**src/rtl/fwio_wb_pkg.sv**
```systemverilog
package fwio_wb_pkg;
  // transfer size encoding on req_size
  typedef enum logic [1:0] {
    XS_BYTE  = 2'b00,
    XS_HALF  = 2'b01,
    XS_WORD  = 2'b10,
    XS_WORD2 = 2'b11
  } xfer_size_e;
endpackage

```
**src/rtl/fwio_rst_sync.sv**
```systemverilog
module fwio_rst_sync (
  input  logic clk,
  input  logic rst_n,
  output logic rst_n_sync
);
  logic [1:0] stage_q;

  always_ff @(posedge clk or negedge rst_n) begin
    if (!rst_n) stage_q <= 2'b00;
    else        stage_q <= {stage_q[0], 1'b1};
  end

  assign rst_n_sync = stage_q[1];
endmodule

```
**src/rtl/fwio_lane_plan.sv**
```systemverilog
module fwio_lane_plan
  import fwio_wb_pkg::*;
#(
  parameter int DW = 32
) (
  input  xfer_size_e            size_i,
  input  logic [$clog2(DW/8)-1:0] addr_lo_i,
  input  logic [DW-1:0]         wdata_i,
  output logic [DW/8-1:0]       sel_o,
  output logic [$clog2(DW/8)-1:0] off_o,
  output logic [DW-1:0]         mask_o,
  output logic [DW-1:0]         lanes_o
);
  localparam int LANES = DW / 8;
  localparam int OFF_W = $clog2(LANES);

  logic [OFF_W:0]   nbytes;
  logic [OFF_W-1:0] align_m;

  always_comb begin
    unique case (size_i)
      XS_BYTE: nbytes = (OFF_W+1)'(1);
      XS_HALF: nbytes = (OFF_W+1)'(2);
      default: nbytes = (OFF_W+1)'(4);
    endcase
    // clear the low address bits that lie inside the access
    align_m = ~(nbytes[OFF_W-1:0] - OFF_W'(1));
    off_o   = addr_lo_i & align_m;
  end

  logic [LANES-1:0] sel_base;
  for (genvar g = 0; g < LANES; g++) begin : g_lane
    assign sel_base[g]       = (g < int'(nbytes));
    assign mask_o[g*8 +: 8]  = {8{sel_base[g]}};
  end

  assign sel_o   = sel_base << off_o;
  assign lanes_o = (wdata_i & mask_o) << {off_o, 3'b000};
endmodule

```
**src/rtl/fwio_wb_engine.sv**
```systemverilog
module fwio_wb_engine #(
  parameter int AW = 16,
  parameter int DW = 8
) (
  input  logic          clk,
  input  logic          rst_n,
  input  logic          start_i,
  input  logic          we_i,
  input  logic [AW-1:0] adr_i,
  input  logic [DW-1:0] dat_i,
  output logic          ready_o,
  output logic          done_o,
  output logic [DW-1:0] rdata_o,
  output logic          wb_cyc_o,
  output logic          wb_stb_o,
  output logic          wb_we_o,
  output logic [AW-1:0] wb_adr_o,
  output logic [DW-1:0] wb_dat_o,
  input  logic [DW-1:0] wb_dat_i,
  input  logic          wb_ack_i
);
  logic          cyc_q, cyc_d;
  logic          done_q, done_d;
  logic          load_en, cap_en;
  logic          we_q;
  logic [AW-1:0] adr_q;
  logic [DW-1:0] dat_q;
  logic [DW-1:0] rdata_q;

  // next-state
  always_comb begin
    load_en = start_i & ~cyc_q;
    cap_en  = cyc_q & wb_ack_i;
    cyc_d   = cyc_q;
    if (load_en)     cyc_d = 1'b1;
    else if (cap_en) cyc_d = 1'b0;
    done_d  = cap_en;
  end

  // control registers
  always_ff @(posedge clk or negedge rst_n) begin
    if (!rst_n) begin
      cyc_q  <= 1'b0;
      done_q <= 1'b0;
    end else begin
      cyc_q  <= cyc_d;
      done_q <= done_d;
    end
  end

  // datapath registers with explicit enables
  always_ff @(posedge clk) begin
    if (load_en) begin
      we_q  <= we_i;
      adr_q <= adr_i;
      dat_q <= dat_i;
    end
    if (cap_en) rdata_q <= wb_dat_i;
  end

  assign ready_o  = ~cyc_q;
  assign done_o   = done_q;
  assign rdata_o  = rdata_q;
  assign wb_cyc_o = cyc_q;
  assign wb_stb_o = cyc_q;
  assign wb_we_o  = we_q;
  assign wb_adr_o = adr_q;
  assign wb_dat_o = dat_q;
endmodule

```
**src/rtl/fwio_wb_master.sv**
```systemverilog
module fwio_wb_master
  import fwio_wb_pkg::*;
#(
  parameter int IO_AW = 16,
  parameter int IO_DW = 8,
  parameter int FW_AW = 28,
  parameter int FW_DW = 32,
  localparam int FW_SW  = FW_DW / 8,
  localparam int FW_OW  = $clog2(FW_SW),
  localparam int FW_WAW = FW_AW - FW_OW
) (
  input  logic              clk,
  input  logic              rst_n,
  input  logic              req_valid,
  input  logic              req_fw,
  input  logic              req_write,
  input  logic [1:0]        req_size,
  input  logic [FW_AW-1:0]  req_addr,
  input  logic [FW_DW-1:0]  req_wdata,
  output logic              io_ready,
  output logic              fw_ready,
  output logic              io_done,
  output logic [IO_DW-1:0]  io_rdata,
  output logic              fw_done,
  output logic [FW_DW-1:0]  fw_rdata,
  output logic              io_wb_cyc,
  output logic              io_wb_stb,
  output logic              io_wb_we,
  output logic [IO_AW-1:0]  io_wb_adr,
  output logic [IO_DW-1:0]  io_wb_dat_w,
  input  logic [IO_DW-1:0]  io_wb_dat_r,
  input  logic              io_wb_ack,
  output logic              fw_wb_cyc,
  output logic              fw_wb_stb,
  output logic              fw_wb_we,
  output logic [FW_WAW-1:0] fw_wb_adr,
  output logic [FW_SW-1:0]  fw_wb_sel,
  output logic [FW_DW-1:0]  fw_wb_dat_w,
  input  logic [FW_DW-1:0]  fw_wb_dat_r,
  input  logic              fw_wb_ack
);
  logic rst_n_s;
  logic io_start, fw_start;

  fwio_rst_sync u_rst (
    .clk        (clk),
    .rst_n      (rst_n),
    .rst_n_sync (rst_n_s)
  );

  assign io_start = req_valid & ~req_fw & io_ready;
  assign fw_start = req_valid &  req_fw & fw_ready;

  // I/O port: address and data pass through unchanged
  fwio_wb_engine #(.AW(IO_AW), .DW(IO_DW)) u_io (
    .clk      (clk),
    .rst_n    (rst_n_s),
    .start_i  (io_start),
    .we_i     (req_write),
    .adr_i    (req_addr[IO_AW-1:0]),
    .dat_i    (req_wdata[IO_DW-1:0]),
    .ready_o  (io_ready),
    .done_o   (io_done),
    .rdata_o  (io_rdata),
    .wb_cyc_o (io_wb_cyc),
    .wb_stb_o (io_wb_stb),
    .wb_we_o  (io_wb_we),
    .wb_adr_o (io_wb_adr),
    .wb_dat_o (io_wb_dat_w),
    .wb_dat_i (io_wb_dat_r),
    .wb_ack_i (io_wb_ack)
  );

  // firmware port: lane planning on the incoming request
  logic [FW_SW-1:0] plan_sel;
  logic [FW_OW-1:0] plan_off;
  logic [FW_DW-1:0] plan_mask, plan_lanes;

  fwio_lane_plan #(.DW(FW_DW)) u_plan (
    .size_i    (xfer_size_e'(req_size)),
    .addr_lo_i (req_addr[FW_OW-1:0]),
    .wdata_i   (req_wdata),
    .sel_o     (plan_sel),
    .off_o     (plan_off),
    .mask_o    (plan_mask),
    .lanes_o   (plan_lanes)
  );

  logic [FW_DW-1:0] fw_raw;

  fwio_wb_engine #(.AW(FW_WAW), .DW(FW_DW)) u_fw (
    .clk      (clk),
    .rst_n    (rst_n_s),
    .start_i  (fw_start),
    .we_i     (req_write),
    .adr_i    (req_addr[FW_AW-1:FW_OW]),
    .dat_i    (plan_lanes),
    .ready_o  (fw_ready),
    .done_o   (fw_done),
    .rdata_o  (fw_raw),
    .wb_cyc_o (fw_wb_cyc),
    .wb_stb_o (fw_wb_stb),
    .wb_we_o  (fw_wb_we),
    .wb_adr_o (fw_wb_adr),
    .wb_dat_o (fw_wb_dat_w),
    .wb_dat_i (fw_wb_dat_r),
    .wb_ack_i (fw_wb_ack)
  );

  // lane plan kept for the whole cycle, reused for read alignment
  logic [FW_SW-1:0] sel_q;
  logic [FW_OW-1:0] off_q;
  logic [FW_DW-1:0] mask_q;

  always_ff @(posedge clk) begin
    if (fw_start) begin
      sel_q  <= plan_sel;
      off_q  <= plan_off;
      mask_q <= plan_mask;
    end
  end

  assign fw_wb_sel = sel_q;
  assign fw_rdata  = (fw_raw >> {off_q, 3'b000}) & mask_q;
endmodule

```
**config.mk**
```make
export PLATFORM = sky130hd
export DESIGN_NAME = fwio_wb_master
export DESIGN_NICKNAME = d
export VERILOG_FILES = /design/src/rtl/fwio_wb_pkg.sv /design/src/rtl/fwio_rst_sync.sv /design/src/rtl/fwio_lane_plan.sv /design/src/rtl/fwio_wb_engine.sv /design/src/rtl/fwio_wb_master.sv
export SDC_FILE = /design/constraint.sdc
export NUM_CORES = 1
export LEC_CHECK = 0
export BUFFER_PORTS_ARGS = -buffer_cell sky130_fd_sc_hd__buf_2
export CELL_PAD_IN_SITES_DETAIL_PLACEMENT = 0
export CELL_PAD_IN_SITES_GLOBAL_PLACEMENT = 2
export CORE_UTILIZATION = 30
export CTS_BUF_LIST = sky130_fd_sc_hd__clkbuf_8
export CTS_CLUSTER_DIAMETER = 150
export DETAILED_ROUTE_END_ITERATION = 10
export PLACE_DENSITY_LB_ADDON = 0.1
export SLEW_MARGIN = 15
export SYNTH_ARGS = -nofsm -noshare
export SYNTH_HDL_FRONTEND = slang
export SYNTH_SLANG_ARGS = --single-unit
export TNS_END_PERCENT = 100
```
**constraint.sdc**
```tcl
create_clock -name clk -period 1.9 [get_ports clk]
set_input_delay 0.19 -clock clk [delete_from_list [all_inputs] [get_ports clk]]
set_output_delay 0.19 -clock clk [all_outputs]
set_load 0.02 [all_outputs]
```
==> reports/results.md <==
| Quantity | Value |
| --- | --- |
| DRC Markers | 0 |
| H-tree depth | 4 |
| Area added between synthesis and finish | 58.2% |
| # rows | 48 |
| Post-place setup slack | 0.232 ns |
| Final worst path period need | 1.95 ns |
| Data required, critical path | 1.71 ns |
| Pwr per Cell Area | 802 nW/µm² |
| Worst-case setup margin in the final layout | -0.0540 ns |
| Yosys Warn Count | 0 |
| Worst clock skew | 0.0127 ns |
| Root buf cell | clkbuf_8 |
| Worst-path fanout max | 6 |
| Adder-cell share of the synthesized area | 0.466% |
| Mean number of vias per cell | 4.41 |
| TritonCTS clock tree | yes |
| Std-Cell Core Area | 17400 µm² |
| Compound-cell area share of the yosys netlist | 7.81% |
| Violations in the final reports | setup timing |
| Number of register bits inferred by synthesis | 140 |
| Number of global-route vias before repair | 4191 |
| First-pass GRT wire length | 22.9 mm |
| Fmax | 512 MHz |
| Fraction of layout cells with a size suffix above 1 | 47.9% |
| Estimated wirelength of the detail-placed design | 10.4 mm |
| Per-cell routed wire length | 16.9 µm |
| Chip width | 136 µm |
| Met1 usage | 19.6% |
| Die area | 18400 µm² |
| Post-layout net count | 778 |
| Post-Synthesis Cell Area | 5370 µm² |
| Initial antenna violation count | 2 |
| Largest incremental delay on the critical path | 0.45 ns |
| Share of synthesized area occupied by flip-flops and latches | 77.8% |
| Total clock sinks | 140 |
| Status | finished, violations left |
| Number of port buffers | 244 |
| Class of the tightest hold or removal check | input pin to flop |
| Clock transition time at the flip-flop clock pins of the worst setup and hold paths | 0.09 ns |
| Max-capacitance violation count | 0 |
| Dominant combinational cell family by area after synthesis | compound AO/OA/AOI/OAI gates |
| Element type at the critical path end | output pin |
| Highest-count cells in the layout ignoring fill and taps | buf_2 (218), edfxtp_1 (134), dlygate4sd3_1 (89), buf_4 (25), and2_1 (22) |
| Period Utilization, post-route | 103% |
| Clock latency of the later-clocked register in the worst-skew pair | 0.44 ns |
| Number of iterations in the first detailed-routing pass | 4 |
| Share of the core filled with cells | 48.9% |
| Unrepaired setup endpoints after global routing | true |
| Post-synthesis share of cell area spent on xor and xnor gates | 0% |
| Crit path launch type | flop |
| Category of the most critical setup path | flop to output pin |
| Count of mapped cells out of synthesis | 310 |
| Detailed-route via count | 3989 |
| Final Max Slew Viols | 0 |
| Tot GR Track Use | 17.1% |
| Grt peak-use layer | met2 |
| Max IR drop VDD | 0.397 mV |
| Total CTS buffers | 17 |
| Boundary pin count | 245 |
| Antenna fix cells | 0 |
| Post-synthesis mux area share | 4.66% |
| Mean cell area of the mapped netlist | 17.3 µm² |
| Global placement routability congestion | 0.797 |
| Chain of cells forming the critical path | buf_6 > clkbuf_16 > mux2i_2 > nand2_1 > o211a_1 > buf_2 |
| Starting Density | 30.9% |
| Iteration-0 DRC count of the detailed router | 143 |
| Slowest-stage cell, CP | edfxtp_1 |
| Setup violations, final | 16 |
| Final Hold Vio Count | 0 |
| CP arrival | 1.76 ns |
| Simple-gate share of the synthesized area | 7.09% |
| M3 GR Usage | 6.73% |
| Total global routing overflow | 0 |
| Grt met2 use | 28.6% |
| Pin count of the biggest net entering global routing | 71 |
| CTS Buffer Depth | 2 |
| Count of unique library cells instantiated by Yosys | 29 |
| Most common cell after layout, fill and taps aside | buf_2 |
| Die height | 136 µm |
| DRT antenna net count | 0 |
| Static Leak | 3.55 nW |
| Fillers | 1576 |
| Routed wire length | 15.3 mm |
## cells by family (layout without fill, tap and decap cells)
family	after synthesis	count (layout)
AOI/OAI and AO/OA	51	51
adders and majority gates	2	2
buffers and inverters	23	392
DFF	140	140
muxes	24	24
other	1	2
and+or+nand+nor	69	69
## where the power goes
part	internal [mW]	leakage [nW]	switching [mW]
logic	0.482	2.06	0.555
registers	3.57	1.32	0.0577
clock network	0.921	0.176	1.22
total	4.97	3.55	1.83
## per-layer routing
metal  up-vias  part of all wire (%)  wire (µm)
met5         -                  0.14         21
met4         4                   1.7        266
met3        25                   8.0       1220
met2       169                    51       7760
met1      1886                    39       6030
li1       1905                     -          -
## cell type report
| class | instances | area, µm² | share of cell area [%] |
|---|---|---|---|
| sequential | 140 | 4170 | 49.2 |
| timing repair buffer | 355 | 2480 | 29.2 |
| multi-input combinational | 148 | 1190 | 14.0 |
| tap | 225 | 282 | 3.32 |
| clock buffer | 17 | 234 | 2.76 |
| clock inverter | 15 | 113 | 1.33 |
| inverter | 5 | 18.8 | 0.221 |
## final timing paths
check | slack [ns] | end | cells after the start | start
max | -0.05 | fw_rdata[7] | 6 | off_q[0]$_DFFE_PP_
min | 0.04 | u_fw.wb_dat_o[23]$_DFFE_PP_ | 2 | req_wdata[23]
max reg2reg | 0.47 | u_fw.wb_dat_o[15]$_SDFFCE_PP0P_ | 3 | u_fw.wb_cyc_o$_DFFE_PN0P_
min reg2reg | 0.06 | u_fw.done_o$_DFF_PN0_ | 0 | u_rst.stage_q[1]$_DFF_PN0_
max in group asynchronous | 1.66 | u_io.wb_cyc_o$_DFFE_PN0P_ | 0 | u_rst.stage_q[1]$_DFF_PN0_
min in group asynchronous | 0.06 | u_fw.done_o$_DFF_PN0_ | 0 | u_rst.stage_q[1]$_DFF_PN0_
## synth_stat cells, drive strengths merged
| library cell | instances | area [µm²] |
|---|---|---|
| a22o | 8 | 70.1 |
| nand2 | 11 | 41.3 |
| buf | 12 | 71.3 |
| inv | 5 | 18.8 |
| o21bai | 2 | 15.0 |
| dfrtp | 6 | 150 |
| nor2 | 23 | 93.8 |
| ha | 2 | 25.0 |
| mux2i | 16 | 160 |
| o2bb2ai | 15 | 131 |
| a31oi | 8 | 50.1 |
| nand2b | 2 | 12.5 |
| o21a | 8 | 60.1 |
| and3 | 1 | 6.26 |
| nor2b | 1 | 6.26 |
| mux2 | 8 | 90.1 |
| conb | 1 | 3.75 |
| edfxtp | 134 | 4020 |
| and2 | 27 | 169 |
| clkbuf | 6 | 22.5 |
| nor3b | 4 | 51.3 |
| o22ai | 2 | 12.5 |
| o211a | 8 | 80.1 |
## repair_timing
action	CTS	global route
hold endpoints to repair	105	0
setup endpoints to repair	27	30
resized for setup	37	29
hold buffers	89	0
setup buffers	4	1
gates cloned	1	1
## sequential cells by signal (all words and copies together) (netlist names)
name and flops:
u_fw.rdata_o 32, u_fw.wb_dat_o 32, u_fw.wb_adr_o 26, u_io.wb_adr_o 16, u_io.rdata_o 8, u_io.wb_dat_o 8, fw_wb_sel 4, mask_q 4
off_q 2, u_rst.stage_q 2, u_fw.done_o 1, u_fw.wb_cyc_o 1, u_fw.wb_we_o 1, u_io.done_o 1, u_io.wb_cyc_o 1, u_io.wb_we_o 1
## through the flow
step / instances / TNS [ns] / area, µm² / total power, mW / hold slack (ns)
after floorplan: 311 / 0 / 5390 / 4.15 / -0.106
after global placement: 777 / 0 / 6930 / 4.52 / -0.0237
after detailed placement: 777 / 0 / 6930 / 4.53 / -0.0205
after CTS: 903 / -1.69 / 8340 / 6.89 / 0.00173
after global routing: 905 / -2.86 / 8490 / 7.11 / 0.0000659
final: 905 / -0.525 / 8490 / 6.81 / 0.0444
## worst max-delay path: cells and delay by family, from the launching register on
family | cells | cell delay [ns]
AOI/OAI and AO/OA | 1 | 0.14
buffers and inverters | 3 | 0.49
DFF | 1 | 0.45
muxes | 1 | 0.18
and+or+nand+nor | 1 | 0.07
(Power assumes the default switching activity.)
